### src/rtl/nst_pkg.sv
// Shared types for the NAND strobe timing generator.
// Assumes the timing word carries its fields in the bit positions listed below.
package nst_pkg;

    localparam int FIELD_BITS = 26;
    localparam int CNT_W      = 5;

    // Field order follows the bit positions of the timing word, MSB first.
    typedef struct packed {
        logic [1:0] ce_setup;
        logic [4:0] busy_dly;
        logic [2:0] turn;
        logic [3:0] rd_hi;
        logic [3:0] rd_lo;
        logic [3:0] wr_hi;
        logic [3:0] wr_lo;
    } tfields_t;

    typedef enum logic [2:0] {
        PH_IDLE,
        PH_TURN,
        PH_SETUP,
        PH_LOW,
        PH_HIGH,
        PH_BDLY,
        PH_RBW,
        PH_DONE
    } phase_e;

    // Strobe phases never shrink below one cycle.
    function automatic logic [CNT_W-1:0] at_least_one(input logic [3:0] v);
        return (v == 4'd0) ? CNT_W'(1) : CNT_W'(v);
    endfunction

endpackage

### src/rtl/nst_phase_timer.sv
// Down counter that times one bus phase.
// Loading writes the phase length minus one. expired is high while the count is zero.
// Assumes the load value fits in W bits.
module nst_phase_timer #(
    parameter int W = 5
) (
    input  logic         clk,
    input  logic         rst_n,
    input  logic         load,
    input  logic [W-1:0] load_val,
    output logic         expired
);

    logic [W-1:0] cnt;

    // Load on a phase change, otherwise count down to zero and hold there.
    always_ff @(posedge clk) begin
        if (!rst_n)           cnt <= '0;
        else if (load)        cnt <= load_val;
        else if (cnt != '0)   cnt <= cnt - 1'b1;
    end

    assign expired = (cnt == '0);


    tmr_hold_chk: assert property (@(posedge clk) disable iff (!rst_n)
        (!load && cnt == '0) |=> (cnt == '0));

endmodule

### src/rtl/nst_turn_tracker.sv
// Remembers the direction of the last accepted access and reports a
// direction change for the request being offered.
// Assumes accept is high for exactly one cycle per access.
module nst_turn_tracker (
    input  logic clk,
    input  logic rst_n,
    input  logic accept,
    input  logic req_wr,
    output logic need_gap
);

    logic have_prev;
    logic last_wr;

    // Record the direction of each accepted access. Reset forgets it.
    always_ff @(posedge clk) begin
        if (!rst_n) begin
            have_prev <= 1'b0;
            last_wr   <= 1'b0;
        end else if (accept) begin
            have_prev <= 1'b1;
            last_wr   <= req_wr;
        end
    end

    assign need_gap = have_prev && (last_wr != req_wr);


    hist_hold_chk: assert property (@(posedge clk) disable iff (!rst_n)
        !accept |=> $stable(last_wr));

endmodule

### src/rtl/nand_strobe_timer.sv
// NAND strobe timing generator.
// Runs one access per request through the phases turnaround, chip-enable setup,
// strobe low, strobe high and, for writes, busy delay and wait for ready, then done.
// Assumes rb_n is already synchronous to clk and TW_W is at least 26.
module nand_strobe_timer
    import nst_pkg::*;
#(
    parameter int TW_W = 32
) (
    input  logic            clk,
    input  logic            rst_n,
    input  logic [TW_W-1:0] timing_word,
    input  logic            req_valid,
    input  logic            req_write,
    input  logic            rb_n,
    output logic            ce_n,
    output logic            re_n,
    output logic            we_n,
    output logic            cycle_done
);

    phase_e          state, nxt;
    tfields_t        held, live, fsel;
    logic            wr_q, dir, accept, advance, need_gap, expired;
    logic [CNT_W-1:0] len, load_val;
    logic [CNT_W-1:0] low_run;

    assign live   = tfields_t'(timing_word[FIELD_BITS-1:0]);
    assign fsel   = (state == PH_IDLE) ? live : held;
    assign dir    = (state == PH_IDLE) ? req_write : wr_q;
    assign accept = (state == PH_IDLE) && req_valid;

    nst_turn_tracker u_turn (
        .clk      (clk),
        .rst_n    (rst_n),
        .accept   (accept),
        .req_wr   (req_write),
        .need_gap (need_gap)
    );

    nst_phase_timer #(.W(CNT_W)) u_timer (
        .clk      (clk),
        .rst_n    (rst_n),
        .load     (advance),
        .load_val (load_val),
        .expired  (expired)
    );

    // Pick the next phase, skipping the phases whose count is zero.
    always_comb begin
        advance = 1'b0;
        nxt     = state;
        unique case (state)
            PH_IDLE: if (req_valid) begin
                advance = 1'b1;
                if (need_gap && fsel.turn != '0) nxt = PH_TURN;
                else if (fsel.ce_setup != '0)    nxt = PH_SETUP;
                else                             nxt = PH_LOW;
            end
            PH_TURN: if (expired) begin
                advance = 1'b1;
                nxt     = (fsel.ce_setup != '0) ? PH_SETUP : PH_LOW;
            end
            PH_SETUP: if (expired) begin
                advance = 1'b1;
                nxt     = PH_LOW;
            end
            PH_LOW: if (expired) begin
                advance = 1'b1;
                nxt     = PH_HIGH;
            end
            PH_HIGH: if (expired) begin
                advance = 1'b1;
                if (!dir)                       nxt = PH_DONE;
                else if (fsel.busy_dly != '0)   nxt = PH_BDLY;
                else                            nxt = PH_RBW;
            end
            PH_BDLY: if (expired) begin
                advance = 1'b1;
                nxt     = PH_RBW;
            end
            PH_RBW: if (rb_n) begin
                advance = 1'b1;
                nxt     = PH_DONE;
            end
            PH_DONE: begin
                advance = 1'b1;
                nxt     = PH_IDLE;
            end
            default: begin
                advance = 1'b1;
                nxt     = PH_IDLE;
            end
        endcase
    end

    // Length in cycles of the phase being entered.
    always_comb begin
        unique case (nxt)
            PH_TURN:  len = CNT_W'(fsel.turn);
            PH_SETUP: len = CNT_W'(fsel.ce_setup);
            PH_LOW:   len = dir ? at_least_one(fsel.wr_lo) : at_least_one(fsel.rd_lo);
            PH_HIGH:  len = dir ? at_least_one(fsel.wr_hi) : at_least_one(fsel.rd_hi);
            PH_BDLY:  len = fsel.busy_dly;
            default:  len = CNT_W'(1);
        endcase
    end

    assign load_val = len - 1'b1;

    // Phase register.
    always_ff @(posedge clk) begin
        if (!rst_n)       state <= PH_IDLE;
        else if (advance) state <= nxt;
    end

    // Capture the timing word and direction when a request is accepted.
    always_ff @(posedge clk) begin
        if (!rst_n) begin
            held <= '0;
            wr_q <= 1'b0;
        end else if (accept) begin
            held <= live;
            wr_q <= req_write;
        end
    end

    // Bus outputs decoded from the registered phase.
    always_comb begin
        ce_n       = !(state inside {PH_SETUP, PH_LOW, PH_HIGH, PH_BDLY, PH_RBW});
        re_n       = !(state == PH_LOW && !wr_q);
        we_n       = !(state == PH_LOW && wr_q);
        cycle_done = (state == PH_DONE);
    end

    // Length of the current strobe-low run, used only by the checks below.
    always_ff @(posedge clk) begin
        if (!rst_n)              low_run <= '0;
        else if (!re_n || !we_n) low_run <= low_run + 1'b1;
        else                     low_run <= '0;
    end


    wr_low_len_chk: assert property (@(posedge clk) disable iff (!rst_n)
        $rose(we_n) |-> (low_run == at_least_one(held.wr_lo)));


    rd_low_len_chk: assert property (@(posedge clk) disable iff (!rst_n)
        $rose(re_n) |-> (low_run == at_least_one(held.rd_lo)));


    strobe_in_ce_chk: assert property (@(posedge clk) disable iff (!rst_n)
        ($fell(re_n) || $fell(we_n)) |-> !ce_n);


    rb_gate_chk: assert property (@(posedge clk) disable iff (!rst_n)
        (cycle_done && wr_q) |-> $past(rb_n));


    done_pulse_chk: assert property (@(posedge clk) disable iff (!rst_n)
        cycle_done |=> (!cycle_done && ce_n));


    dir_hold_chk: assert property (@(posedge clk) disable iff (!rst_n)
        (state != PH_IDLE) |=> $stable(wr_q));

endmodule

### config.mk
export PLATFORM = sky130hd
export DESIGN_NAME = nand_strobe_timer
export DESIGN_NICKNAME = d
export VERILOG_FILES = /design/src/rtl/nst_pkg.sv /design/src/rtl/nst_phase_timer.sv /design/src/rtl/nst_turn_tracker.sv /design/src/rtl/nand_strobe_timer.sv
export SDC_FILE = /design/constraint.sdc
export NUM_CORES = 1
export LEC_CHECK = 0
export ABC_AREA = 1
export BUFFER_PORTS_ARGS = -buffer_cell sky130_fd_sc_hd__buf_2
export CORE_MARGIN = 8
export CORE_UTILIZATION = 51
export DETAILED_ROUTE_END_ITERATION = 7
export PLACE_DENSITY = 0.77
export SYNTH_ARGS = -nofsm -noshare
export SYNTH_HDL_FRONTEND = slang
export SYNTH_SLANG_ARGS = --single-unit
export TNS_END_PERCENT = 30
### constraint.sdc
create_clock -name clk -period 2.3 [get_ports clk]
set_input_delay 0.46 -clock clk [delete_from_list [all_inputs] [get_ports clk]]
set_output_delay 0.46 -clock clk [all_outputs]
set_load 0.02 [all_outputs]
==> flow_summary_export.csv, run 1 <==
group,metric,value,unit
yosys,yosysUniqueCellTypes,34,
power,leakage,0.00167,uW
place,preCtsSetupSlack,-0.328,ns
clocking,ctsHoldBuffers,0,
clocking,cts_sinks,36,
worst_setup_path,r2r_start,"state[1]$_SDFFE_PN0N_",
sta,layout_setup_ws,-0.471,ns
clocking,numCtsBuffers,5,
yosys,synth_seq_cells,36,
sta,min_period,2.77,ns
route,wirelength,7000,um
power,internal_power,3160,uW
yosys,seq_area_frac_synth,30.5,%
yosys,synth_commonest_cells,"95 x nand2_1, 51 x inv_1, 41 x o21ai_0",
yosys,netlist_instances,380,
power,p_sw_share,47.4,%
yosys,syn_area,2360,um2
yosys,synth_most_common_cell,"nand2_1",
die,dieArea,7070,um2
flow_run,drv_cap,0,
sta,hold_viol_final,0,
sta,slew_headroom,71.2,%
sta,final-max-slew-violation-count,0,
outcome,violations,"setup timing",
power,p_per_area,1820,nW/um2
worst_setup_path,worstPathArrival,2.99,ns
yosys,async_reset_ff_share,0,%
global_routing,grt_pass1_wl,11900,um
yosys,postSynthAreaPerCell,6.22,um2
route,via_per_inst,5.27,
sta,fin_skew,0.00581,ns
cells_and_area,fin_nets,517,
die,dieWidth,84.1,um
power,p_switching,2850,uW
place,routabilityCongestion,0.886,
yosys,synth_top_cell_area_share,30.5,%
global_routing,grt.overflow.total,0,
clocking,cts_tree,"done",
die,coreArea,4410,um2
worst_setup_path,critPathLaunchType,"register",
route,drt_iter0_drc,321,
yosys,synth-edff-count,0,
place,post-dp-hpwl,4670,um
worst_setup_path,cp-startpoint,"state[1]$_SDFFE_PN0N_",
clocking,cts-root-buf,"clkbuf_8",
worst_setup_path,worstPathMaxFanout,6,
route,drcViolationCount,0,
clocking,cts_buffer_depth,2,
global_routing,grt_pass1_vias,2635,
sta,setup_viol,5,
clocking,clk_latency,0.29,ns
sta,rsz0062_at_grt,"yes",
route,wl_per_cell,13.2,um
yosys,syn-num-nets,418,
route,ant_nets,0,
route,firstDrtPassIters,5,
sta,worstMarginPinSlew,0.432,ns
cells_and_area,drive_gt1_share,32.8,%
die,start_util,53.5,%
sta,finalSetupTns,-1.79,ns
worst_setup_path,cp-end-kind,"register",
yosys,synth_top_cell_by_area,"dfxtp_1",
clocking,clk_pin_slew_worst_paths,0.08,ns
yosys,synth_warnings,0,
power,pwr-share-clk,7.3,%
yosys,synth_area_leaders,"dfxtp_1 31%, nand2_1 15%, o21ai_0 8.7%, inv_1 8.1%, a21oi_1 6.8%",
worst_setup_path,crit_type,"register to register",
sta,max_freq,0.361,GHz
power,vdd_drop_max,0.000885,V
global_routing,antenna_found_initial,0,
outcome,status,"complete, but fails checks",
yosys,synth_ff_type,"dfxtp_1",
worst_hold_path,worstHoldStart,"timing_word[16]",
route,dr_total_vias,2800,
clocking,htree_levels,2,
place,numPortBuffers,34,
cells_and_area,syn_to_final_growth,40.2,%
cells_and_area,antenna_cells,0,
die,chipHeight,84.1,um
sta,period_share,120,%
power,power_frac_seq,15.1,%
die,io_pins,41,
global_routing,grt_usage,19.7,%
worst_setup_path,cp.required,2.52,ns
global_routing,grt_start_max_net_pins,51,
power,p_comb_share,77.7,%
worst_hold_path,hp-class,"input port to register",
cells_and_area,final_util,75.0,%
die,rows,24,
## power by group through the flow
stage	clock network [uW]	logic (uW)	registers, uW
floorplan	0	2350	903
detailed placement	0	3740	915
CTS	441	4230	905
finish	437	4670	907
global route	469	5140	925
global placement	0	3690	904
## layout make-up
| type | count | area [um2] |
|---|---|---|
| well taps | 52 | 65.1 |
| clock inverters | 1 | 5.00 |
| clock buffers | 6 | 72.6 |
| flip-flops and latches | 36 | 724 |
| repair buffers | 103 | 733 |
| fillers | 327 | 1100 |
| inverters | 59 | 226 |
| multi-input cells | 274 | 1490 |
## worst paths after layout
| path | end | slack, ns | cells after the start |
|---|---|---|---|
| hold reg to reg | held[10]$_SDFFE_PN0P_ | 0.45 | 2 |
| setup reg to reg | u_timer.cnt[2]$_SDFFE_PN0P_ | -0.47 | 20 |
| setup / recovery | u_timer.cnt[2]$_SDFFE_PN0P_ | -0.47 | 20 |
| hold / removal | held[16]$_SDFFE_PN0P_ | 0.42 | 3 |
## flip-flops by register name, indices dropped and copies added (netlist names)
register          flops
held                 26
u_timer.cnt           5
state                 3
u_turn.have_prev      1
u_turn.last_wr        1
## kinds of logic (layout without fill, tap and decap cells)
| group | count (synthesis) | after routing | share of synthesized area (%) |
|---|---|---|---|
| compound gates | 95 | 95 | 21.8 |
| flops | 36 | 36 | 30.5 |
| fa+ha+maj | 1 | 1 | 0.530 |
| mux | 2 | 2 | 0.847 |
| buf+inv | 72 | 169 | 12.2 |
| simple gates | 174 | 176 | 34.1 |
## through the flow
step           instance area, um2  hold slack [ns]  power (uW)  std cells
6_report                     3310            0.421        6020        531
5_1_grt                      3310            0.446        6530        531
4_1_cts                      3230            0.415        5570        529
3_5_place_dp                 3000            0.445        4660        511
3_3_place_gp                 3000            0.439        4590        511
2_1_floorplan                2370            0.429        3260        380
## cells in the final DEF, fill, tap and decap left out, types with 2 or more instances in the layout
cell	synthesis	final
a211oi_1	3	3
a21oi_1	32	31
a21oi_2	1	2
buf_12	0	3
buf_2	2	34
buf_4	0	64
buf_6	2	2
clkbuf_8	0	5
dfxtp_1	36	33
dfxtp_2	0	3
inv_1	51	50
inv_2	8	7
inv_4	0	2
mux2i_1	2	2
nand2_1	95	90
nand2_2	4	9
nand2_4	2	2
nand2_8	0	2
nand3_1	24	22
nand3_4	2	3
nand3b_1	4	4
nand4_1	7	7
nor2_1	24	19
nor2_2	4	7
nor2_4	2	4
nor3_1	2	2
o21a_1	3	3
o21ai_0	41	39
o21ai_1	8	9
o21ai_2	1	2
or2_1	2	2
## worst max-delay path, cell delays in order, from the launching register on
cell,delay (ns)
dfxtp_2,0.34
nor2_4,0.18
buf_6,0.17
nand2_8,0.08
inv_4,0.06
nand2_2,0.04
nand2_2,0.08
buf_4,0.11
buf_4,0.12
nand4_1,0.14
nand3_1,0.10
nand3_1,0.15
nand3_1,0.12
nand2_1,0.07
nor2_2,0.12
nand2_2,0.10
a21boi_4,0.17
ha_4,0.18
nand3_4,0.08
buf_4,0.15
a21oi_1,0.14
## timing repair
action,in CTS,in global routing
cloned,2,0
pin swaps,14,17
endpoints found under the setup margin,4,5
gates resized for setup,11,16
setup buffers,9,2
## metal layers
layer  part of all wire, %  track usage, %  up-vias
met4                   1.9            4.71        0
met3                   5.4            3.52       16
met5                     0               0        -
met1                    46            26.4     1264
li1                      -               -     1432
met2                    47            31.5       88
(Power assumes the default switching activity.)
==> inputs of run 2 (changes only) <==
ABC_AREA = not set   (was 1)
==> run 2 against run 1 <==
The run still ends with setup timing left; sequential cell count stayed put; total power is 16% lower; sequential share of layout area grew 0.41 points; fmax shrank 6.3%; utilization shrank 0.88 points; combinational power shrank 21%.
==> flow_summary_export.csv, run 2 <==
group,metric,value,unit
worst_setup_path,crit_type,"register to register",
power,total_power,5050,uW
yosys,synthMuxAreaShare,5.32,%
global_routing,grt_pass1_vias,2601,
sta,hold_slack,0.395,ns
cells_and_area,layout_common_cells,"73 x buf_4, 71 x nand2_1, 35 x dfxtp_1, 34 x buf_2, 27 x a21boi_0",
clocking,clk_latency,0.30,ns
clocking,htree_levels,2,
die,io_pins,41,
power,vdd_drop_max,0.000716,V
cells_and_area,reg_top3,"held: 26 flops, u_timer.cnt: 5 flops, state: 3 flops",
flow_run,drv_cap,0,
sta,max_freq,0.338,GHz
yosys,synth_area_leaders,"dfxtp_1 31%, nand2_1 11%, a21boi_0 8.7%, nor3_1 4.3%, mux2i_1 3.9%",
yosys,synth_xor_area_share,1.13,%
die,rows,24,
route,wl_per_cell,16.8,um
clocking,numCtsBuffers,5,
yosys,synth_warnings,0,
place,post-dp-hpwl,5510,um
clocking,cts-root-buf,"clkbuf_8",
yosys,seq_area_frac_synth,31.0,%
cells_and_area,nFillCells,328,
yosys,synth_compound_area_share,28.4,%
sta,period_share,129,%
clocking,cts_sinks,36,
die,start_util,53.1,%
sta,hold_viol_final,0,
global_routing,antenna_found_initial,0,
cells_and_area,mostFrequentLayoutCell,"buf_4",
clocking,cts_tree,"done",
worst_setup_path,critPathLaunchType,"register",
yosys,netlist_instances,298,
sta,rsz0062_at_grt,"yes",
worst_setup_path,cp.required,2.50,ns
yosys,synth_commonest_cells,"71 x nand2_1, 36 x dfxtp_1, 27 x a21boi_0",
die,chipHeight,83.6,um
global_routing,grt_pass1_wl,12200,um
clocking,cts_buffer_depth,2,
yosys,synth_fa_ha_area_share,0.537,%
yosys,yosysUniqueCellTypes,62,
yosys,synth_top_cell_area_share,31.0,%
worst_setup_path,cp-end-kind,"register",
worst_hold_path,whs_path_depth,3,
sta,setup_viol,5,
route,wirelength,7550,um
yosys,synth_ff_type,"dfxtp_1",
cells_and_area,antenna_cells,0,
yosys,syn-num-nets,336,
yosys,synth_top_cell_by_area,"dfxtp_1",
yosys,async_reset_ff_share,0,%
worst_setup_path,ff2ff_setup_slack,-0.66,ns
yosys,synth_most_common_cell,"nand2_1",
yosys,syn_area,2330,um2
yosys,synth_simple_gate_area_share,28.5,%
worst_hold_path,hp-class,"input port to register",
worst_setup_path,worstPathMaxFanout,6,
sta,finalSetupTns,-2.28,ns
power,p_per_area,1550,nW/um2
worst_setup_path,worstPathArrival,3.16,ns
outcome,status,"complete, but fails checks",
yosys,synth_seq_cells,36,
die,dieArea,6980,um2
route,ant_nets,0,
worst_setup_path,r2r_cells,14,
route,dr_total_vias,2626,
power,leakage,0.00137,uW
die,coreArea,4380,um2
sta,layout_setup_ws,-0.658,ns
yosys,synth-edff-count,0,
route,firstDrtPassIters,5,
sta,fin_skew,0.0125,ns
clocking,ctsHoldBuffers,0,
cells_and_area,final_util,74.1,%
worst_setup_path,r2r_start,"u_timer.cnt[1]$_SDFFE_PN0P_",
sta,slew_headroom,62.6,%
outcome,violations,"setup timing",
cells_and_area,syn_to_final_growth,39.6,%
route,via_per_inst,5.85,
route,drt_iter0_drc,301,
global_routing,grt_start_max_net_pins,32,
global_routing,grt_usage,20.7,%
yosys,postSynthAreaPerCell,7.81,um2
yosys,synth_top_family_by_area,"simple AND/OR/NAND/NOR gates",
cells_and_area,fin_nets,434,
die,dieWidth,83.6,um
worst_hold_path,worstHoldStart,"timing_word[4]",
cells_and_area,regMostFlops,"held",
worst_setup_path,reg2reg_to,"u_timer.cnt[2]$_SDFFE_PN0P_",
sta,worstMarginPinSlew,0.557,ns
place,numPortBuffers,34,
route,drcViolationCount,0,
sta,min_period,2.96,ns
worst_hold_path,holdPathEnd,"held[4]$_SDFFE_PN0P_",
sta,final-max-slew-violation-count,0,
cells_and_area,largest_reg_flops,26,
global_routing,grt.overflow.total,0,
cells_and_area,drive_gt1_share,38.0,%
clocking,clk_pin_slew_worst_paths,0.08,ns
place,routabilityCongestion,1.04,
run 2: cell count changes in the layout (fill, tap and decap cells not counted), sizes merged, moves of 19 or more:
cell | before | now
inv | 59 | 4
o21ai | 50 | 8
nand2 | 103 | 72
a21boi | 2 | 27
a21oi | 33 | 8
nand3 | 26 | 4
nor3 | 2 | 21
run 2: repair_timing:
action,CTS,global route
pin swaps,15,11
endpoints found under the setup margin,5,5
buffers inserted,2,2
resized for setup,11,9
run 2: critical path, stage by stage (launching register included):
cell and delay (ns):
dfxtp_1 0.34, or2_2 0.37, or2_4 0.30, o21ai_2 0.16, nand3_2 0.11, buf_6 0.15
o211a_1 0.23, o32a_1 0.32, a21oi_2 0.18, a21oi_2 0.05, ha_2 0.21, buf_4 0.13
buf_4 0.12, xnor2_1 0.14, nor2_1 0.06
run 2: kinds of logic (layout without fill, tap and decap cells):
logic type,after synthesis,after routing
simple gates,141,141
buf+inv,23,122
compound gates,82,82
fa+ha+maj,1,1
mux,12,12
flops,36,36
xor+xnor,3,3
run 2: metrics by stage:
stage / cell area [um2] / setup slack [ns] / cells
2_1_floorplan: 2350 / -0.678 / 298
3_3_place_gp: 3050 / -0.645 / 437
3_5_place_dp: 3050 / -0.755 / 437
4_1_cts: 3200 / -0.632 / 447
5_1_grt: 3250 / -0.740 / 449
6_report: 3250 / -0.658 / 449
run 2: worst max path at each step:
stage,start,endpoint,slack [ns],depth (start not counted)
2_1_floorplan,u_timer.cnt[3]$_SDFFE_PN0P_,u_timer.cnt[4]$_SDFFE_PN0P_,-0.68,13
3_3_place_gp,timing_word[18],u_timer.cnt[4]$_SDFFE_PN0P_,-0.64,13
3_5_place_dp,u_timer.cnt[3]$_SDFFE_PN0P_,u_timer.cnt[4]$_SDFFE_PN0P_,-0.75,12
4_1_cts,u_timer.cnt[0]$_SDFFE_PN0P_,u_timer.cnt[4]$_SDFFE_PN0P_,-0.63,13
5_1_grt,u_timer.cnt[1]$_SDFFE_PN0P_,u_timer.cnt[4]$_SDFFE_PN0P_,-0.74,12
6_report,u_timer.cnt[1]$_SDFFE_PN0P_,u_timer.cnt[2]$_SDFFE_PN0P_,-0.66,14
run 2: metal layers:
metal	global-route usage [%]	wire length [um]	vias up
li1	-	-	1268
met1	24.7	3130	1226
met2	34.2	3680	107
met3	4.79	511	25
met4	9.42	231	0
met5	0	0	-
run 2: layout make-up:
type	count	area [um2]	share of cell area, %
multi-input cells	239	1580	48.7
repair buffers	110	769	23.7
flip-flops and latches	36	724	22.3
clock buffers	5	68.8	2.12
well taps	52	65.1	2.00
clock inverters	3	23.8	0.731
inverters	4	15.0	0.462
run 2: report_power, final:
group          internal [uW]  total, uW  switching, uW  leakage (uW)
Clock                    215        475            261     0.0000404
Sequential               782        886            104      0.000296
Combinational           1790       3690           1900       0.00103
